File: src/rtl/pwr_mode_pkg.sv
package pwr_mode_pkg;

  typedef enum logic [2:0] {
    S_RUN,
    S_SLEEP,
    S_DEEP,
    S_DWAKE,
    S_STBY,
    S_POR
  } lpmState_t;

  // strobes from control to datapath
  typedef struct packed {
    logic loadTimers;
    logic captureReg;
    logic clrEvt;
  } seqCmd_t;

  // pad positions with Standby exemptions
  localparam int IO_RST = 0;
  localparam int IO_RTC = 1;
  localparam int IO_LX0 = 2;
  localparam int IO_LX1 = 3;
  localparam int IO_WK  = 4;

endpackage

File: src/rtl/pwr_mode_seq_dp.sv
module pwr_mode_seq_dp
  import pwr_mode_pkg::*;
#(
  parameter int OSC_CYC = 16,
  parameter int REG_CYC = 10
) (
  input  logic    clk,
  input  logic    rstN,
  input  seqCmd_t cmd,
  input  logic    inRun,
  input  logic    evtIn,
  input  logic    cfgRegLowPwr,
  input  logic    cfgRegLowDrive,
  output logic    timersDone,
  output logic    evtLatched,
  output logic    regLpSel,
  output logic    regLdSel
);

  localparam int MAXC = (OSC_CYC > REG_CYC) ? OSC_CYC : REG_CYC;
  localparam int CW   = $clog2(MAXC + 2);

  logic [CW-1:0] oscCnt;
  logic [CW-1:0] regCnt;

  // regulator recovery counts first, oscillator startup afterwards
  always_ff @(posedge clk or negedge rstN) begin
    if (!rstN) begin
      oscCnt <= '0;
      regCnt <= '0;
    end else if (cmd.loadTimers) begin
      oscCnt <= CW'(OSC_CYC);
      regCnt <= regLpSel ? CW'(REG_CYC) : '0;
    end else if (regCnt != '0) begin
      regCnt <= regCnt - CW'(1);
    end else if (oscCnt != '0) begin
      oscCnt <= oscCnt - CW'(1);
    end
  end

  assign timersDone = (oscCnt == '0) && (regCnt == '0);

  always_ff @(posedge clk or negedge rstN) begin
    if (!rstN) begin
      regLpSel <= 1'b0;
      regLdSel <= 1'b0;
    end else if (cmd.captureReg) begin
      regLpSel <= cfgRegLowPwr;
      regLdSel <= cfgRegLowDrive;
    end
  end

  always_ff @(posedge clk or negedge rstN) begin
    if (!rstN) begin
      evtLatched <= 1'b0;
    end else if (cmd.clrEvt) begin
      evtLatched <= 1'b0;
    end else if (inRun && evtIn) begin
      evtLatched <= 1'b1;
    end
  end

endmodule

File: src/rtl/pwr_mode_seq_ctl.sv
module pwr_mode_seq_ctl
  import pwr_mode_pkg::*;
#(
  parameter int N_EXT = 4,
  parameter int N_IO  = 8
) (
  input  logic             clk,
  input  logic             rstN,
  input  logic             cfgDeep,
  input  logic             cfgStandby,
  input  logic             cfgSevOnPend,
  input  logic             cfgRtcPin,
  input  logic             cfgLxtalOn,
  input  logic             cfgWakePinEn,
  input  logic             waitIrqReq,
  input  logic             waitEvtReq,
  input  logic             irqPend,
  input  logic             evtIn,
  input  logic [N_EXT-1:0] extIrq,
  input  logic [N_EXT-1:0] extEvt,
  input  logic             rstPinWake,
  input  logic             wakePin,
  input  logic             wdgRstWake,
  input  logic             rtcAlarm,
  input  logic             timersDone,
  input  logic             evtLatched,
  input  logic             regLpSel,
  input  logic             regLdSel,
  output seqCmd_t          cmd,
  output logic             inRun,
  output logic             cpuClkOff,
  output logic             coreClkOff,
  output logic             oscRun,
  output logic             regEn,
  output logic             regLowPwr,
  output logic             regLowDrive,
  output logic             coreDomainOn,
  output logic             porReq,
  output logic [1:0]       lpMode,
  output logic [N_IO-1:0]  ioHiZ
);

  lpmState_t stateQ, stateD, targetMode;
  logic entryEvtQ;
  logic anyXi, anyXe, sleepWake, deepWake, stbyWake, inStby;

  assign anyXi = |extIrq;
  assign anyXe = |extEvt;

  assign targetMode = !cfgDeep ? S_SLEEP : (cfgStandby ? S_STBY : S_DEEP);

  assign sleepWake = entryEvtQ ? (evtIn | anyXe | (cfgSevOnPend & (irqPend | anyXi)))
                               : (irqPend | anyXi);
  assign deepWake  = entryEvtQ ? (anyXe | (cfgSevOnPend & anyXi)) : anyXi;
  assign stbyWake  = rstPinWake | (wakePin & cfgWakePinEn) | wdgRstWake | rtcAlarm;

  always_comb begin
    stateD = stateQ;
    cmd    = '0;
    unique case (stateQ)
      S_RUN: begin
        if (waitIrqReq) begin
          stateD         = targetMode;
          cmd.captureReg = 1'b1;
        end else if (waitEvtReq) begin
          cmd.clrEvt = 1'b1;
          if (!evtLatched) begin
            stateD         = targetMode;
            cmd.captureReg = 1'b1;
          end
        end
      end
      S_SLEEP: if (sleepWake) stateD = S_RUN;
      S_DEEP: begin
        if (deepWake) begin
          stateD         = S_DWAKE;
          cmd.loadTimers = 1'b1;
        end
      end
      S_DWAKE: if (timersDone) stateD = S_RUN;
      S_STBY:  if (stbyWake) stateD = S_POR;
      S_POR: begin
        stateD     = S_RUN;
        cmd.clrEvt = 1'b1;
      end
      default: stateD = S_RUN;
    endcase
  end

  always_ff @(posedge clk or negedge rstN) begin
    if (!rstN) begin
      stateQ    <= S_RUN;
      entryEvtQ <= 1'b0;
    end else begin
      stateQ <= stateD;
      if (stateQ == S_RUN && (waitIrqReq || waitEvtReq)) entryEvtQ <= !waitIrqReq;
    end
  end

  assign inRun        = (stateQ == S_RUN);
  assign inStby       = (stateQ == S_STBY);
  assign cpuClkOff    = !inRun;
  assign coreClkOff   = (stateQ == S_DEEP) || (stateQ == S_DWAKE) || inStby || (stateQ == S_POR);
  assign oscRun       = !((stateQ == S_DEEP) || inStby);
  assign regEn        = !inStby;
  assign coreDomainOn = !inStby;
  assign regLowPwr    = (stateQ == S_DEEP) && regLpSel;
  assign regLowDrive  = (stateQ == S_DEEP) && regLdSel;
  assign porReq       = (stateQ == S_POR);

  always_comb begin
    unique case (stateQ)
      S_SLEEP:         lpMode = 2'd1;
      S_DEEP, S_DWAKE: lpMode = 2'd2;
      S_STBY, S_POR:   lpMode = 2'd3;
      default:         lpMode = 2'd0;
    endcase
  end

  for (genvar i = 0; i < N_IO; i++) begin : g_pad
    if (i == IO_RST) begin : g_rst
      assign ioHiZ[i] = 1'b0;
    end else if (i == IO_RTC) begin : g_rtc
      assign ioHiZ[i] = inStby & !cfgRtcPin;
    end else if (i == IO_LX0 || i == IO_LX1) begin : g_lx
      assign ioHiZ[i] = inStby & !cfgLxtalOn;
    end else if (i == IO_WK) begin : g_wk
      assign ioHiZ[i] = inStby & !cfgWakePinEn;
    end else begin : g_gen
      assign ioHiZ[i] = inStby;
    end
  end

endmodule

File: src/rtl/pwr_mode_seq.sv
module pwr_mode_seq
  import pwr_mode_pkg::*;
#(
  parameter int N_EXT   = 4,
  parameter int N_IO    = 8,
  parameter int OSC_CYC = 16,
  parameter int REG_CYC = 10
) (
  input  logic             clk,
  input  logic             rstN,
  input  logic             cfgDeep,
  input  logic             cfgStandby,
  input  logic             cfgSevOnPend,
  input  logic             cfgRegLowPwr,
  input  logic             cfgRegLowDrive,
  input  logic             cfgRtcPin,
  input  logic             cfgLxtalOn,
  input  logic             cfgWakePinEn,
  input  logic             waitIrqReq,
  input  logic             waitEvtReq,
  input  logic             irqPend,
  input  logic             evtIn,
  input  logic [N_EXT-1:0] extIrq,
  input  logic [N_EXT-1:0] extEvt,
  input  logic             rstPinWake,
  input  logic             wakePin,
  input  logic             wdgRstWake,
  input  logic             rtcAlarm,
  output logic             cpuClkOff,
  output logic             coreClkOff,
  output logic             oscRun,
  output logic             regEn,
  output logic             regLowPwr,
  output logic             regLowDrive,
  output logic             coreDomainOn,
  output logic             porReq,
  output logic [1:0]       lpMode,
  output logic [N_IO-1:0]  ioHiZ
);

  seqCmd_t cmd;
  logic inRun, timersDone, evtLatched, regLpSel, regLdSel;

  pwr_mode_seq_ctl #(.N_EXT(N_EXT), .N_IO(N_IO)) ctl_i (
    .clk(clk), .rstN(rstN),
    .cfgDeep(cfgDeep), .cfgStandby(cfgStandby), .cfgSevOnPend(cfgSevOnPend),
    .cfgRtcPin(cfgRtcPin), .cfgLxtalOn(cfgLxtalOn), .cfgWakePinEn(cfgWakePinEn),
    .waitIrqReq(waitIrqReq), .waitEvtReq(waitEvtReq),
    .irqPend(irqPend), .evtIn(evtIn), .extIrq(extIrq), .extEvt(extEvt),
    .rstPinWake(rstPinWake), .wakePin(wakePin), .wdgRstWake(wdgRstWake), .rtcAlarm(rtcAlarm),
    .timersDone(timersDone), .evtLatched(evtLatched),
    .regLpSel(regLpSel), .regLdSel(regLdSel),
    .cmd(cmd), .inRun(inRun),
    .cpuClkOff(cpuClkOff), .coreClkOff(coreClkOff), .oscRun(oscRun), .regEn(regEn),
    .regLowPwr(regLowPwr), .regLowDrive(regLowDrive), .coreDomainOn(coreDomainOn),
    .porReq(porReq), .lpMode(lpMode), .ioHiZ(ioHiZ)
  );

  pwr_mode_seq_dp #(.OSC_CYC(OSC_CYC), .REG_CYC(REG_CYC)) dp_i (
    .clk(clk), .rstN(rstN), .cmd(cmd), .inRun(inRun), .evtIn(evtIn),
    .cfgRegLowPwr(cfgRegLowPwr), .cfgRegLowDrive(cfgRegLowDrive),
    .timersDone(timersDone), .evtLatched(evtLatched),
    .regLpSel(regLpSel), .regLdSel(regLdSel)
  );

endmodule

File: config.mk
export PLATFORM = sky130hd
export DESIGN_NAME = pwr_mode_seq
export DESIGN_NICKNAME = d
export VERILOG_FILES = /design/src/rtl/pwr_mode_pkg.sv /design/src/rtl/pwr_mode_seq_dp.sv /design/src/rtl/pwr_mode_seq_ctl.sv /design/src/rtl/pwr_mode_seq.sv
export SDC_FILE = /design/constraint.sdc
export NUM_CORES = 1
export LEC_CHECK = 0
export BUFFER_PORTS_ARGS = -buffer_cell sky130_fd_sc_hd__clkbuf_2
export CELL_PAD_IN_SITES_DETAIL_PLACEMENT = 0
export CELL_PAD_IN_SITES_GLOBAL_PLACEMENT = 1
export CORE_ASPECT_RATIO = 1.2
export CORE_MARGIN = 2
export CORE_UTILIZATION = 31
export DETAILED_ROUTE_END_ITERATION = 10
export PLACE_DENSITY_LB_ADDON = 0.08
export RECOVER_POWER = 100
export SYNTH_ARGS = -nofsm -noshare
export SYNTH_HDL_FRONTEND = slang
export SYNTH_SLANG_ARGS = --single-unit
export TNS_END_PERCENT = 100
File: constraint.sdc
create_clock -name clk -period 2 [get_ports clk]
set_clock_uncertainty 0.05 [all_clocks]
set_input_delay 0.4 -clock clk [delete_from_list [all_inputs] [get_ports clk]]
set_output_delay 0.4 -clock clk [all_outputs]
set_load 0.02 [all_outputs]
==> impl_metrics.env, run 1 <==
export IMPL_cts_hold_fix_buffers=0
export IMPL_syn_nets=156
export IMPL_yosysSeqAreaShare=0.379
export IMPL_syn_to_final_growth_pct=26.6
export IMPL_totalWireLength_um=2610
export IMPL_fmax_mhz=526
export IMPL_leakagePower_nw=0.664
export IMPL_grt_max_degree=18
export IMPL_core_rowCount=23
export IMPL_cts_buffer_depth=2
export IMPL_synth_area_top_cells="dfrtp_1 38%, nor2_1 5.7%, buf_4 4.7%, ha_1 4.5%, xor2_1 3.9%"
export IMPL_numCtsBuffers=3
export IMPL_tritoncts="done"
export IMPL_ys_warn_count=0
export IMPL_hpwl_um=2120
export IMPL_vias=998
export IMPL_grt_pass1_wl_um=4600
export IMPL_dieArea_um2=4120
export IMPL_syn_cell_area_um2=1120
export IMPL_crit_type="reg -> out"
export IMPL_finalCritPeriodShare=0.951
export IMPL_maxCapViolCount=0
export IMPL_cts_clk_slew_worst_paths_ns=0.07
export IMPL_wl_per_cell_um=12.5
export IMPL_async_flop_share=1.00
export IMPL_final_layout_size_suffix_gt1_frac=0.322
export IMPL_grt_usage=0.141
export IMPL_crit_required_ns=1.55
export IMPL_synth_seq_cells=17
export IMPL_ir_drop_mv=0.623
export IMPL_setup_viol=0
export IMPL_crit_family="flip-flops"
export IMPL_ant_nets=0
export IMPL_viasPerCell=4.80
export IMPL_max_stage_delay_ns=0.47
export IMPL_post_place_cells=203
export IMPL_cp_arrival_ns=1.45
export IMPL_die_h_um=69.9
export IMPL_first_pass_iters=4
export IMPL_synth_cell_types=35
export IMPL_antenna_cells=0
export IMPL_grt_remaining_overflow=0
export IMPL_cp_slowest_cell="dfrtp_2"
export IMPL_yosys_area_top_type="dfrtp_1"
export IMPL_core_area_um2=3400
export IMPL_synth_top_area_share=0.379
export IMPL_antenna_found_initial=0
export IMPL_drc=0
export IMPL_worst_slew_pin_slew_ns=0.954
export IMPL_final_hold_viol_count=0
export IMPL_crit_buf_inv=3
export IMPL_hold_class="in -> async"
export IMPL_p_per_area_nw_per_um2=1570
export IMPL_slew_violations=0
export IMPL_drt_iter0_markers=16
export IMPL_gp_congestion=0.784
export IMPL_status="completed"
export IMPL_io_pins=44
export IMPL_root_buffer="clkbuf_8"
export IMPL_cp_start_kind="register"
export IMPL_synth_edf_count=0
export IMPL_crit_fanout=7
export IMPL_fin_nets=202
export IMPL_timing_final_ws_setup_ns=0.0988
export IMPL_crit_chain="clkbuf_1, nor3_2, inv_2, nor2_1, clkbuf_2"
export IMPL_htree_levels=1
export IMPL_port_buffers=42
export IMPL_dieWidth_um=58.9
export IMPL_period_needed_ns=1.90
export IMPL_synthFlopType="dfrtp_1"
export IMPL_clk_latency_ns=0.25
export IMPL_start_util=0.330
export IMPL_synth_area_per_cell_um2=8.90
export IMPL_cp_end_kind="primary output"
export IMPL_final_cells=208
export IMPL_relSlewSlack=0.364
export IMPL_dpl_worst_slack_ns=0.0330
export IMPL_syn_inst=126
export IMPL_clock_sinks=17
export IMPL_grt_pass1_vias=1021
==> cells by family (layout without fill, tap and decap cells) <==
| family | Yosys count | after routing | share of synthesized area |
|---|---|---|---|
| mux | 3 | 3 | 0.0301 |
| fa+ha+maj | 4 | 4 | 0.0446 |
| buf+inv | 20 | 65 | 0.0915 |
| other cells | 1 | 1 | 0.00335 |
| flops | 17 | 17 | 0.379 |
| compound gates | 18 | 18 | 0.107 |
| xor+xnor | 8 | 8 | 0.0625 |
| simple gates | 55 | 55 | 0.281 |
==> what timing repair did <==
action / CTS / global route
endpoints found under the setup margin: 0 / 8
buffers inserted: 0 / 1
resized for setup: 0 / 7
==> state kept, by name, indices dropped and copies added, names as in the netlist <==
name	count
dp_i.regLpSel	1
dp_i.regCnt	5
ctl_i.stateQ	3
ctl_i.entryEvtQ	1
dp_i.oscCnt	5
dp_i.evtLatched	1
dp_i.regLdSel	1
==> layer usage <==
layer	global-route usage	up-vias	part of all wire
met5	0	-	0
met3	0.0259	2	0.035
met4	0.0455	0	0.0080
met1	0.168	468	0.43
li1	-	513	-
met2	0.249	15	0.52
==> report_power, final <==
group	total (mW)	switching [mW]	internal, mW
clock network	0.258	0.117	0.141
registers	0.722	0.205	0.517
logic	1.25	0.707	0.541
==> placed cells by master (no fill, tap or decap), types with 2 or more instances in the layout <==
cell type / count
nor3_2: 4
nor2_1: 17
nand2_1: 9
inv_2: 3
nor3_1: 6
a21oi_1: 7
clkbuf_2: 34
nor4b_4: 2
o21ai_0: 2
mux2_2: 2
dfrtp_2: 2
inv_1: 6
nor3b_1: 3
ha_1: 4
nor4_1: 2
or3_1: 2
xor2_1: 5
clkbuf_1: 15
xnor2_1: 3
buf_4: 4
and3_1: 2
nor2b_1: 4
dfrtp_1: 15
a211oi_1: 4
clkbuf_8: 3
==> stage by stage <==
| step | power [mW] | TNS (ns) | instance area, um2 | util | hold slack, ns |
|---|---|---|---|---|---|
| after floorplan | 1.63 | 0 | 1120 | - | 0.0544 |
| after global placement | 2.00 | 0 | 1380 | 0.406 | 0.324 |
| after detailed placement | 2.00 | 0 | 1380 | 0.406 | 0.326 |
| after CTS | 2.27 | 0 | 1420 | 0.419 | 0.0559 |
| after global routing | 2.46 | -0.00253 | 1420 | 0.418 | 0.321 |
| final | 2.23 | 0 | 1420 | 0.418 | 0.225 |
==> layout make-up <==
cell class,instances,area (um2)
Sequential cell,17,428
Tap cell,37,46.3
Timing Repair Buffer,52,253
Inverter,9,33.8
Multi-Input combinational cell,89,613
Clock buffer,4,45.0
Fill cell,366,1980
==> final timing paths <==
path                                 startpoint         endpoint  slack (ns)  depth (start not counted)
worst max-delay path            ctl_i.stateQ[1]         ioHiZ[2]         0.1                          5
worst min-delay path                       rstN   dp_i.regCnt[3]        0.23                          1
worst max register to register   dp_i.oscCnt[0]  ctl_i.stateQ[2]        0.16                          7
worst min register to register    dp_i.regLdSel    dp_i.regLdSel        0.46                          1
max in group asynchronous                  rstN  ctl_i.stateQ[1]        1.03                          1
min in group clk                   cfgRegLowPwr    dp_i.regLpSel        0.33                          2
==> synthesized netlist by cell type, drive strengths merged (2+ instances only) <==
| master | n |
|---|---|
| dfrtp | 17 |
| nor2 | 17 |
| nor3 | 11 |
| inv | 9 |
| nand2 | 9 |
| buf | 8 |
| a21oi | 7 |
| xor2 | 5 |
| a211oi | 4 |
| ha | 4 |
| nor2b | 4 |
| clkbuf | 3 |
| mux2 | 3 |
| nor3b | 3 |
| xnor2 | 3 |
| and3 | 2 |
| nor4 | 2 |
| nor4b | 2 |
| o21ai | 2 |
| or3 | 2 |
Power figures use the tool's default switching activity.
==> run 2: changes to the inputs <==
--- a/config.mk
+++ b/config.mk
@@ -14,6 +14,7 @@
 export DETAILED_ROUTE_END_ITERATION = 10
 export PLACE_DENSITY_LB_ADDON = 0.08
 export RECOVER_POWER = 100
+export REMOVE_ABC_BUFFERS = 1
 export SYNTH_ARGS = -nofsm -noshare
 export SYNTH_HDL_FRONTEND = slang
 export SYNTH_SLANG_ARGS = --single-unit
==> impl_metrics.env, run 2 (synthesis results as in run 1) <==
export IMPL_die_h_um=69.9
export IMPL_final_layout_size_suffix_gt1_frac=0.337
export IMPL_grt_max_degree=18
export IMPL_crit_required_ns=2.08
export IMPL_crit_chain="inv_1, ha_2, nor4b_4, nand2_1, a41o_1, nor3_2, mux2_4"
export IMPL_leakagePower_nw=0.676
export IMPL_p_per_area_nw_per_um2=1580
export IMPL_grt_pass1_vias=1019
export IMPL_final_cell_mix="34 x clkbuf_2, 17 x nor2_1, 15 x dfrtp_1"
export IMPL_setup_viol=0
export IMPL_period_needed_ns=1.88
export IMPL_drt_iter0_markers=35
export IMPL_worst_slew_pin_slew_ns=0.999
export IMPL_io_pins=44
export IMPL_cp_end_kind="register"
export IMPL_grt_usage=0.133
export IMPL_post_place_cells=203
export IMPL_final_hold_viol_count=0
export IMPL_cts_buffer_depth=2
export IMPL_crit_type="reg -> reg"
export IMPL_hpwl_um=2020
export IMPL_hold_class="in -> async"
export IMPL_slew_violations=0
export IMPL_port_buffers=42
export IMPL_timing_reg2reg_setup_slack_ns=0.12
export IMPL_regArea_um2=428
export IMPL_cp_slowest_cell="dfrtp_1"
export IMPL_finalCritPeriodShare=0.941
export IMPL_r2r_cells=7
export IMPL_vias=1008
export IMPL_numCtsBuffers=3
export IMPL_root_buffer="clkbuf_8"
export IMPL_drc=1
export IMPL_wl_per_cell_um=12.4
export IMPL_max_stage_delay_ns=0.39
export IMPL_core_rowCount=23
export IMPL_grt_pass1_wl_um=4420
export IMPL_clock_sinks=17
export IMPL_antenna_cells=0
export IMPL_cp_start_kind="register"
export IMPL_totalWireLength_um=2600
export IMPL_final_cell_area_um2=1430
export IMPL_clk_latency_ns=0.25
export IMPL_fmax_mhz=531
export IMPL_grt_remaining_overflow=0
export IMPL_core_area_um2=3400
export IMPL_gp_congestion=0.794
export IMPL_mostFrequentLayoutCell="clkbuf_2"
export IMPL_tritoncts="done"
export IMPL_r2r_end="ctl_i.stateQ[0]"
export IMPL_final_cells=209
export IMPL_relSlewSlack=0.334
export IMPL_rr_startpoint="dp_i.regCnt[1]"
export IMPL_maxCapViolCount=0
export IMPL_syn_to_final_growth_pct=27.6
export IMPL_final_core_util=0.421
export IMPL_dpl_cell_area_um2=1380
export IMPL_status="complete, but fails checks"
export IMPL_antenna_found_initial=0
export IMPL_fin_nets=203
export IMPL_ant_nets=0
export IMPL_ir_drop_mv=0.708
export IMPL_dieArea_um2=4120
export IMPL_htree_levels=1
export IMPL_cts_clk_slew_worst_paths_ns=0.07
export IMPL_violations="DRC"
export IMPL_crit_fanout=3
export IMPL_dieWidth_um=58.9
export IMPL_start_util=0.330
export IMPL_viasPerCell=4.82
export IMPL_fill_cells=356
export IMPL_reg_largest_list="dp_i.oscCnt x5, dp_i.regCnt x5, ctl_i.stateQ x3"
export IMPL_cts_hold_fix_buffers=0
export IMPL_cp_arrival_ns=1.97
export IMPL_multi_input_area_um2=613
export IMPL_first_pass_iters=7
==> run 2: final cells by class <==
| cell class | count | share of cell area |
|---|---|---|
| clock buffers | 4 | 0.0315 |
| inverters | 9 | 0.0236 |
| multi-input cells | 89 | 0.429 |
| flip-flops and latches | 17 | 0.299 |
| well taps | 37 | 0.0324 |
| repair buffers | 53 | 0.185 |
==> run 2: how the worst max path moves through the flow <==
stage,end,slack (ns),from,cells past startpoint
CTS,ioHiZ[3],0.006,ctl_i.stateQ[2],5
global placement,ctl_i.stateQ[0],0.07,dp_i.oscCnt[0],7
detailed placement,ctl_i.stateQ[0],0.03,dp_i.oscCnt[0],7
floorplan,ioHiZ[2],-1.09,ctl_i.stateQ[2],4
finish,ctl_i.stateQ[0],0.12,dp_i.regCnt[1],7
global route,ctl_i.stateQ[0],-0.0009,dp_i.regCnt[1],7
==> run 2: routing by layer <==
metal	share of wire	global-route usage
met1	0.44	0.175
met2	0.50	0.228
met3	0.057	0.0167
met4	0	0.0303
met5	0	0
==> run 2: timing repair <==
action	4_1_cts	5_1_grt
buffers inserted	0	2
setup endpoints to repair	0	9
gates resized for setup	0	7
==> run 2: report_power, final <==
part           internal (mW)  leakage, nW  switching [mW]  total [mW]
sequential             0.517        0.204           0.196       0.713
clock                  0.141       0.0228           0.119       0.260
combinational          0.572        0.449           0.711        1.28
==> run 2: critical path, delay by kind of cell (launching register included) <==
| kind | cells | cell delay, ns |
|---|---|---|
| adder cells (fa/ha/maj) | 1 | 0.18 |
| flip-flops | 1 | 0.39 |
| buffers and inverters | 1 | 0.09 |
| multiplexers | 1 | 0.32 |
| AND/OR/NAND/NOR | 3 | 0.54 |
| AO/OA/AOI/OAI | 1 | 0.21 |
==> run 2: stage by stage <==
stage	hold slack (ns)	total power, mW	TNS [ns]	setup slack (ns)
after floorplan	0.0544	1.55	-6.46	-1.09
after global placement	0.322	1.99	0	0.0662
after detailed placement	0.330	2.01	0	0.0295
after CTS	0.0534	2.29	0	0.00629
after global routing	0.314	2.47	-0.000891	-0.000891
final	0.244	2.26	0	0.117
